## src/rtl/pseg_pkg.sv

```systemverilog
package pseg_pkg;

   localparam int VA_W = 32;
   localparam int PN_W = 8;

   typedef enum logic [1:0] {
      SZ_16M  = 2'b00,
      SZ_64M  = 2'b01,
      SZ_128M = 2'b10,
      SZ_512M = 2'b11
   } pg_size_e;

   typedef struct packed {
      logic           vld;
      pg_size_e       size;
      logic           cach;
      logic           wthru;
      logic           unbuf;
      logic [PN_W-1:0] vpn;
      logic [PN_W-1:0] ppn;
   } xent_t;

   // upper-bit compare mask for each page size
   function automatic logic [PN_W-1:0] size_mask(pg_size_e s);
      case (s)
         SZ_16M:  return 8'hFF;
         SZ_64M:  return 8'hFC;
         SZ_128M: return 8'hF8;
         default: return 8'hE0;
      endcase
   endfunction

endpackage

```

## src/rtl/pseg_entry_bank.sv

```systemverilog
module pseg_entry_bank
   import pseg_pkg::*;
#(
   parameter int NUM_ENT = 16,
   localparam int IDX_W = (NUM_ENT > 1) ? $clog2(NUM_ENT) : 1
) (
   input  logic                      clk,
   input  logic                      rst_n,
   input  logic                      we,
   input  logic [IDX_W-1:0]          widx,
   input  logic [31:0]               wdata,
   output xent_t [NUM_ENT-1:0]       ents
);

   xent_t                 wr_ent;
   logic [NUM_ENT-1:0]    vld_vec;
   logic [9:0]            wdata_unused;

   assign wdata_unused = {wdata[31:24], wdata[7:6]};

   always_comb begin
      wr_ent       = '0;
      wr_ent.vld   = wdata[0];
      wr_ent.size  = pg_size_e'(wdata[2:1]);
      wr_ent.cach  = wdata[3];
      wr_ent.wthru = wdata[4];
      wr_ent.unbuf = wdata[5];
      wr_ent.vpn   = wdata[15:8];
      wr_ent.ppn   = wdata[23:16];
   end

   for (genvar i = 0; i < NUM_ENT; i++) begin : g_ent
      always_ff @(posedge clk or negedge rst_n) begin
         if (!rst_n)
            ents[i] <= '0;
         else if (we && (widx == IDX_W'(i)))
            ents[i] <= wr_ent;
      end
      assign vld_vec[i] = ents[i].vld;
   end

   // reset leaves no valid entry behind
   p_reset_clears_r1: assert property (@(posedge clk) !rst_n |=> (vld_vec == '0));

endmodule

```

## src/rtl/pseg_match.sv

```systemverilog
module pseg_match
   import pseg_pkg::*;
#(
   parameter int NUM_ENT = 16
) (
   input  xent_t [NUM_ENT-1:0] ents,
   input  logic [PN_W-1:0]     va_hi,
   output logic [NUM_ENT-1:0]  hits
);

   for (genvar i = 0; i < NUM_ENT; i++) begin : g_cmp
      logic [PN_W-1:0] msk;
      assign msk     = size_mask(ents[i].size);
      assign hits[i] = ents[i].vld && ((va_hi & msk) == (ents[i].vpn & msk));
   end

endmodule

```

## src/rtl/pseg_prio_sel.sv

```systemverilog
module pseg_prio_sel #(
   parameter int NUM_ENT = 16,
   localparam int IDX_W = (NUM_ENT > 1) ? $clog2(NUM_ENT) : 1
) (
   input  logic                clk,
   input  logic                rst_n,
   input  logic [NUM_ENT-1:0]  hits,
   output logic [IDX_W-1:0]    sel,
   output logic                any,
   output logic                multi
);

   always_comb begin
      sel = '0;
      for (int i = NUM_ENT - 1; i >= 0; i--) begin
         if (hits[i]) sel = IDX_W'(i);
      end
   end

   assign any   = |hits;
   assign multi = ($countones(hits) > 1);

   // selected entry matches and no lower entry does
   p_lowest_wins_r10: assert property (@(posedge clk) disable iff (!rst_n)
      any |-> (hits[sel] && ((hits & ((NUM_ENT'(1) << sel) - NUM_ENT'(1))) == '0)));
   p_multi_needs_hit_r10: assert property (@(posedge clk) disable iff (!rst_n)
      multi |-> any);

endmodule

```

## src/rtl/pseg_xlat.sv

```systemverilog
module pseg_xlat
   import pseg_pkg::*;
#(
   parameter int          NUM_ENT  = 16,
   parameter int          EVT_W    = 12,
   parameter logic [11:0] EVT_MISS = 12'h140,
   localparam int IDX_W = (NUM_ENT > 1) ? $clog2(NUM_ENT) : 1
) (
   input  logic             clk,
   input  logic             rst_n,
   input  logic             cfg_we,
   input  logic [IDX_W-1:0] cfg_idx,
   input  logic [31:0]      cfg_wdata,
   input  logic             req_valid,
   input  logic [31:0]      req_vaddr,
   input  logic             req_write,
   input  logic             req_user,
   output logic             rsp_valid,
   output logic [31:0]      rsp_paddr,
   output logic             rsp_hit,
   output logic             rsp_cache,
   output logic             rsp_wthru,
   output logic             rsp_unbuf,
   output logic             rsp_multi,
   output logic             rsp_bypass,
   output logic             rsp_addr_err,
   output logic             rsp_rst_req,
   output logic [31:0]      flt_addr,
   output logic [EVT_W-1:0] flt_code
);

   localparam int LOW_W = VA_W - PN_W;

   if (NUM_ENT < 2 || NUM_ENT > 64) begin : g_bad_ent
      $error("pseg_xlat: NUM_ENT must lie in 2..64");
   end
   if (EVT_W < 9 || EVT_W > 12) begin : g_bad_evt
      $error("pseg_xlat: EVT_W must lie in 9..12");
   end

   xent_t [NUM_ENT-1:0] ents;
   logic [NUM_ENT-1:0]  hits;
   logic [IDX_W-1:0]    sel;
   logic                any_hit, multi_hit;
   logic                rq_vld, rq_user;
   logic [31:0]         rq_va;
   logic                in_win;
   logic [PN_W-1:0]     msk;
   logic                dir_unused;

   assign dir_unused = req_write;

   pseg_entry_bank #(.NUM_ENT(NUM_ENT)) i_bank (
      .clk(clk), .rst_n(rst_n), .we(cfg_we), .widx(cfg_idx),
      .wdata(cfg_wdata), .ents(ents)
   );

   always_ff @(posedge clk or negedge rst_n) begin
      if (!rst_n) begin
         rq_vld  <= 1'b0;
         rq_va   <= '0;
         rq_user <= 1'b0;
      end else begin
         rq_vld <= req_valid;
         if (req_valid) begin
            rq_va   <= req_vaddr;
            rq_user <= req_user;
         end
      end
   end

   pseg_match #(.NUM_ENT(NUM_ENT)) i_match (
      .ents(ents), .va_hi(rq_va[VA_W-1 -: PN_W]), .hits(hits)
   );

   pseg_prio_sel #(.NUM_ENT(NUM_ENT)) i_sel (
      .clk(clk), .rst_n(rst_n), .hits(hits), .sel(sel),
      .any(any_hit), .multi(multi_hit)
   );

   assign in_win = (rq_va[31:30] == 2'b10);
   assign msk    = size_mask(ents[sel].size);

   always_comb begin
      rsp_valid    = rq_vld;
      rsp_paddr    = rq_va;
      rsp_hit      = 1'b0;
      rsp_cache    = 1'b0;
      rsp_wthru    = 1'b0;
      rsp_unbuf    = 1'b0;
      rsp_multi    = 1'b0;
      rsp_bypass   = 1'b0;
      rsp_addr_err = 1'b0;
      rsp_rst_req  = 1'b0;
      if (rq_vld) begin
         if (!in_win)
            rsp_bypass = 1'b1;
         else if (rq_user)
            rsp_addr_err = 1'b1;
         else if (any_hit) begin
            rsp_hit   = 1'b1;
            rsp_paddr = {(ents[sel].ppn & msk) | (rq_va[VA_W-1 -: PN_W] & ~msk),
                         rq_va[LOW_W-1:0]};
            rsp_cache = ents[sel].cach;
            rsp_wthru = ents[sel].wthru;
            rsp_unbuf = ents[sel].unbuf;
            rsp_multi = multi_hit;
         end else
            rsp_rst_req = 1'b1;
      end
   end

   always_ff @(posedge clk or negedge rst_n) begin
      if (!rst_n) begin
         flt_addr <= '0;
         flt_code <= '0;
      end else if (rsp_rst_req) begin
         flt_addr <= rq_va;
         flt_code <= EVT_MISS[EVT_W-1:0];
      end
   end

   // one outcome class per response
   p_one_class_r12: assert property (@(posedge clk) disable iff (!rst_n)
      rsp_valid |-> ($countones({rsp_hit, rsp_rst_req, rsp_addr_err, rsp_bypass}) == 1));
   // response follows request by one cycle, quiet otherwise
   p_rsp_follows_r11: assert property (@(posedge clk) disable iff (!rst_n)
      req_valid |=> rsp_valid);
   p_quiet_r11: assert property (@(posedge clk) disable iff (!rst_n)
      !rsp_valid |-> !(rsp_hit | rsp_cache | rsp_wthru | rsp_unbuf | rsp_multi |
                       rsp_bypass | rsp_addr_err | rsp_rst_req));
   // fault capture one cycle after a reset request
   p_fault_cap_r6: assert property (@(posedge clk) disable iff (!rst_n)
      rsp_rst_req |=> (flt_addr == $past(rq_va)) && (flt_code == EVT_MISS[EVT_W-1:0]));
   // user access keeps fault registers
   p_user_keeps_r7: assert property (@(posedge clk) disable iff (!rst_n)
      rsp_addr_err |=> $stable(flt_addr) && $stable(flt_code));
   // offset bits always pass straight through
   p_low_pass_r4: assert property (@(posedge clk) disable iff (!rst_n)
      rsp_hit |-> (rsp_paddr[LOW_W-1:0] == rq_va[LOW_W-1:0]));

endmodule

```

## config.mk

```make
export PLATFORM = sky130hd
export DESIGN_NAME = pseg_xlat
export DESIGN_NICKNAME = d
export VERILOG_FILES = /design/src/rtl/pseg_pkg.sv /design/src/rtl/pseg_entry_bank.sv /design/src/rtl/pseg_match.sv /design/src/rtl/pseg_prio_sel.sv /design/src/rtl/pseg_xlat.sv
export SDC_FILE = /design/constraint.sdc
export NUM_CORES = 1
export LEC_CHECK = 0
export BUFFER_PORTS_ARGS = -buffer_cell sky130_fd_sc_hd__buf_4
export CORE_ASPECT_RATIO = 1.25
export CORE_MARGIN = 10
export CORE_UTILIZATION = 40
export CTS_BUF_LIST = sky130_fd_sc_hd__clkbuf_16
export CTS_CLUSTER_SIZE = 14
export DETAILED_ROUTE_END_ITERATION = 7
export PLACE_DENSITY = 0.67
export SLEW_MARGIN = 10
export SYNTH_ARGS = -nofsm -noshare
export SYNTH_HDL_FRONTEND = slang
export SYNTH_SLANG_ARGS = --single-unit
```

## constraint.sdc

```tcl
create_clock -name clk -period 8.95 [get_ports clk]
set_input_delay 0.4475 -clock clk [delete_from_list [all_inputs] [get_ports clk]]
set_output_delay 0.4475 -clock clk [all_outputs]
set_load 0.05 [all_outputs]
```

==> flow_metrics.py <==
metrics = {
    "yosys": {
        "synth-edff-count": 0,
        "netlist_area_mm2": 0.0207,
        "synth_cells": 1519,
        "synthArstFlopShare": 1.00,
        "yosysSeqAreaShare": 0.507,
        "postSynthAreaPerCell_um2": 13.6,
        "synth_top_cells_by_count": "435 x mux2_2, 419 x dfrtp_1, 126 x xnor2_1, 100 x mux2i_1, 56 x clkbuf_1",
        "synth_most_common_cell": "mux2_2",
        "ys_top_cells_by_area": "dfrtp_1 51%, mux2_2 24%, xnor2_1 5.3%",
        "synth.distinct_cells": 59,
        "ys_ff_latch": 419,
        "netlist.area_leader.share": 0.507,
        "ys.warnings.count": 0,
        "ys.flop_type": "dfrtp_1",
        "synth_top_cell_by_area": "dfrtp_1",
    },
    "worst_hold_path": {
        "hold_path_class": "in2reg",
    },
    "timing": {
        "skew_ns": 0.0166,
        "fin_crit_sh": 0.769,
        "slew_headroom": 0.215,
        "drv_slew": 0,
        "rsz0062_at_grt": "no",
        "worst_slack_ns": 2.07,
        "tns_ns": 0,
        "setup_viol": 0,
        "period_needed_ns": 6.88,
        "max_clock_freq_ghz": 0.145,
        "hold_viol_final": 0,
        "tightest_slew_ns": 1.17,
    },
    "routing": {
        "drt_iter0_markers": 682,
        "routed.top_layer": "met4",
        "wire_per_inst_um": 21.9,
        "wl_met3_mm": 3.08,
        "vias": 12400,
        "via_per_inst": 5.34,
        "drc": 0,
        "drt-met1-wl_mm": 21.2,
        "first_pass_iters": 4,
        "routed_wl_mm": 50.9,
        "drtAntennaViolNets": 0,
        "route.met2.wl_mm": 24.7,
    },
    "global_route": {
        "overflow": 0,
        "grt_max_degree": 156,
        "grt_pass1_vias": 13400,
        "grt_pass1_wl_mm": 79.7,
        "grt_usage": 0.165,
        "antenna_found_initial": 0,
    },
    "power": {
        "clkPwrFrac": 0.270,
        "leakage_nw": 10.0,
        "power_density_mw_per_mm2": 265,
        "switchingPower_w": 0.00204,
        "comb_power_share": 0.305,
        "seqPwrFrac": 0.425,
        "p_int_w": 0.00418,
        "ir_worst_vdd_mv": 0.213,
        "p_sw_frac": 0.328,
    },
    "clocking": {
        "htree_num_levels": 2,
        "tritoncts": "built",
        "clk_latency_ns": 0.55,
        "clk_path_buf_depth": 3,
        "cts-root-buf": "clkbuf_16",
        "cts.repair.resized": 0,
        "cts.sink_count": 419,
        "cts_made_buffers": 41,
        "clkTransAtPathRegs_ns": 0.06,
    },
    "critical_path": {
        "cp_num_buf_inv": 6,
        "cp_slowest_cell": "dfrtp_1",
        "endpoint_kind": "output pin",
        "start_kind": "flip-flop",
        "path_max_fanout": 19,
        "crit_family": "adder cells",
        "r2r_slack_ns": 5.23,
        "crit_chain": "xnor2_1 -> nand4_1 -> nor4_2 -> inv_1 -> ha_1 -> inv_1 -> fa_1 -> inv_1 -> fa_1 -> fa_1 -> fa_1 -> ha_1 -> inv_1 -> fa_1 -> inv_1 -> o21ai_0 -> a31oi_1 -> buf_4",
        "critical_path.max_stage_delay_ns": 1.06,
        "crit_arrival_ns": 6.44,
        "path_class": "reg2out",
        "required_ns": 8.50,
    },
    "floorplanning": {
        "die_h_um": 274,
        "start_util": 0.403,
        "dieArea_mm2": 0.0612,
        "dieWidth_um": 223,
        "io_pins": 159,
        "num_rows": 93,
        "core_area_mm2": 0.0513,
    },
    "cells_and_area": {
        "fin_cells": 2320,
        "area_delta_synth_final_pct": 13.8,
        "layout.nets": 1733,
        "diodes": 0,
        "drive_gt1_frac": 0.428,
    },
    "placed_design": {
        "gp_congestion": 0.831,
        "dp_cells": 2246,
        "place.port_buffers": 137,
        "pre_cts_slack_ns": 2.56,
        "dp_hpwl_mm": 32.7,
    },
    "run_status": {
        "outcome": "finished, final reports clean",
    },
    "job": {
        "drv_cap": 0,
    },
}
what timing repair did:
item                      in CTS  in global routing
hold endpoints to repair       5                  0
buffers inserted               0                  0
hold buffers                   1                  0
power by group through the flow:
stage | clock network, W | registers [W] | logic (W)
2_1_floorplan | 0 | 0.00288 | 0.00119
3_3_place_gp | 0 | 0.00265 | 0.00188
3_5_place_dp | 0 | 0.00268 | 0.00192
4_1_cts | 0.00172 | 0.00265 | 0.00192
5_1_grt | 0.00180 | 0.00271 | 0.00205
6_report | 0.00168 | 0.00265 | 0.00190
flip-flops by register name, summed over array words and instances (netlist names):
| signal | flops |
|---|---|
| rq_va | 32 |
| flt_addr | 32 |
| rsp_valid | 1 |
| i_bank.ents | 352 |
| rq_user | 1 |
| flt_code | 1 |
metal layers:
metal,vias up,track usage
met4,0,0.0671
met3,87,0.0376
met5,-,0
li1,5571,-
met1,6457,0.200
met2,276,0.279
stage by stage:
step                      hold slack (ns)  instance area (um^2)  power (W)  utilization
after global routing                0.115                 23500    0.00656        0.458
after detailed placement            0.453                 22200    0.00459        0.433
after floorplan                     0.152                 20700    0.00406            -
final                               0.124                 23500    0.00623        0.458
after CTS                           0.106                 23500    0.00629        0.458
after global placement              0.455                 22200    0.00453        0.433
area by class of cell:
cell class | count | area, um^2
Clock buffer | 43 | 1080
Clock inverter | 30 | 213
Fill cell | 4581 | 27800
Inverter | 37 | 139
Multi-Input combinational cell | 955 | 9480
Sequential cell | 419 | 10500
Tap cell | 665 | 832
Timing Repair Buffer | 171 | 1310
worst paths after layout:
path	from	endpoint	cells after the start
max in group asynchronous	rst_n	i_bank.ents[107]	4
min in group asynchronous	rst_n	i_bank.ents[333]	2
worst max-delay path	rq_va[31]	rsp_multi	18
worst min-delay path	req_vaddr[28]	rq_va[28]	2
worst max register to register	rq_va[24]	flt_addr[29]	10
worst min register to register	flt_addr[31]	flt_addr[31]	1
cell usage in the layout (no fill, tap or decap), types with 20 or more instances in the layout:
master,count
inv_1,43
a211oi_1,25
buf_4,168
nand4_1,20
nor2_1,40
xnor2_1,126
ha_1,23
mux2i_1,100
clkbuf_16,43
dfrtp_1,419
mux2_2,435
cell families (layout without fill, tap and decap cells):
family,count (synthesis),after routing,share of synthesized area
multiplexers,550,550,0.298
flip-flops,419,419,0.507
buffers and inverters,154,281,0.0383
AND/OR/NAND/NOR,133,133,0.0404
XOR/XNOR,128,128,0.0542
AO/OA/AOI/OAI,100,100,0.0370
adder cells (fa/ha/maj),34,34,0.0246
other,1,10,0.000181
Power figures use the tool's default switching activity.
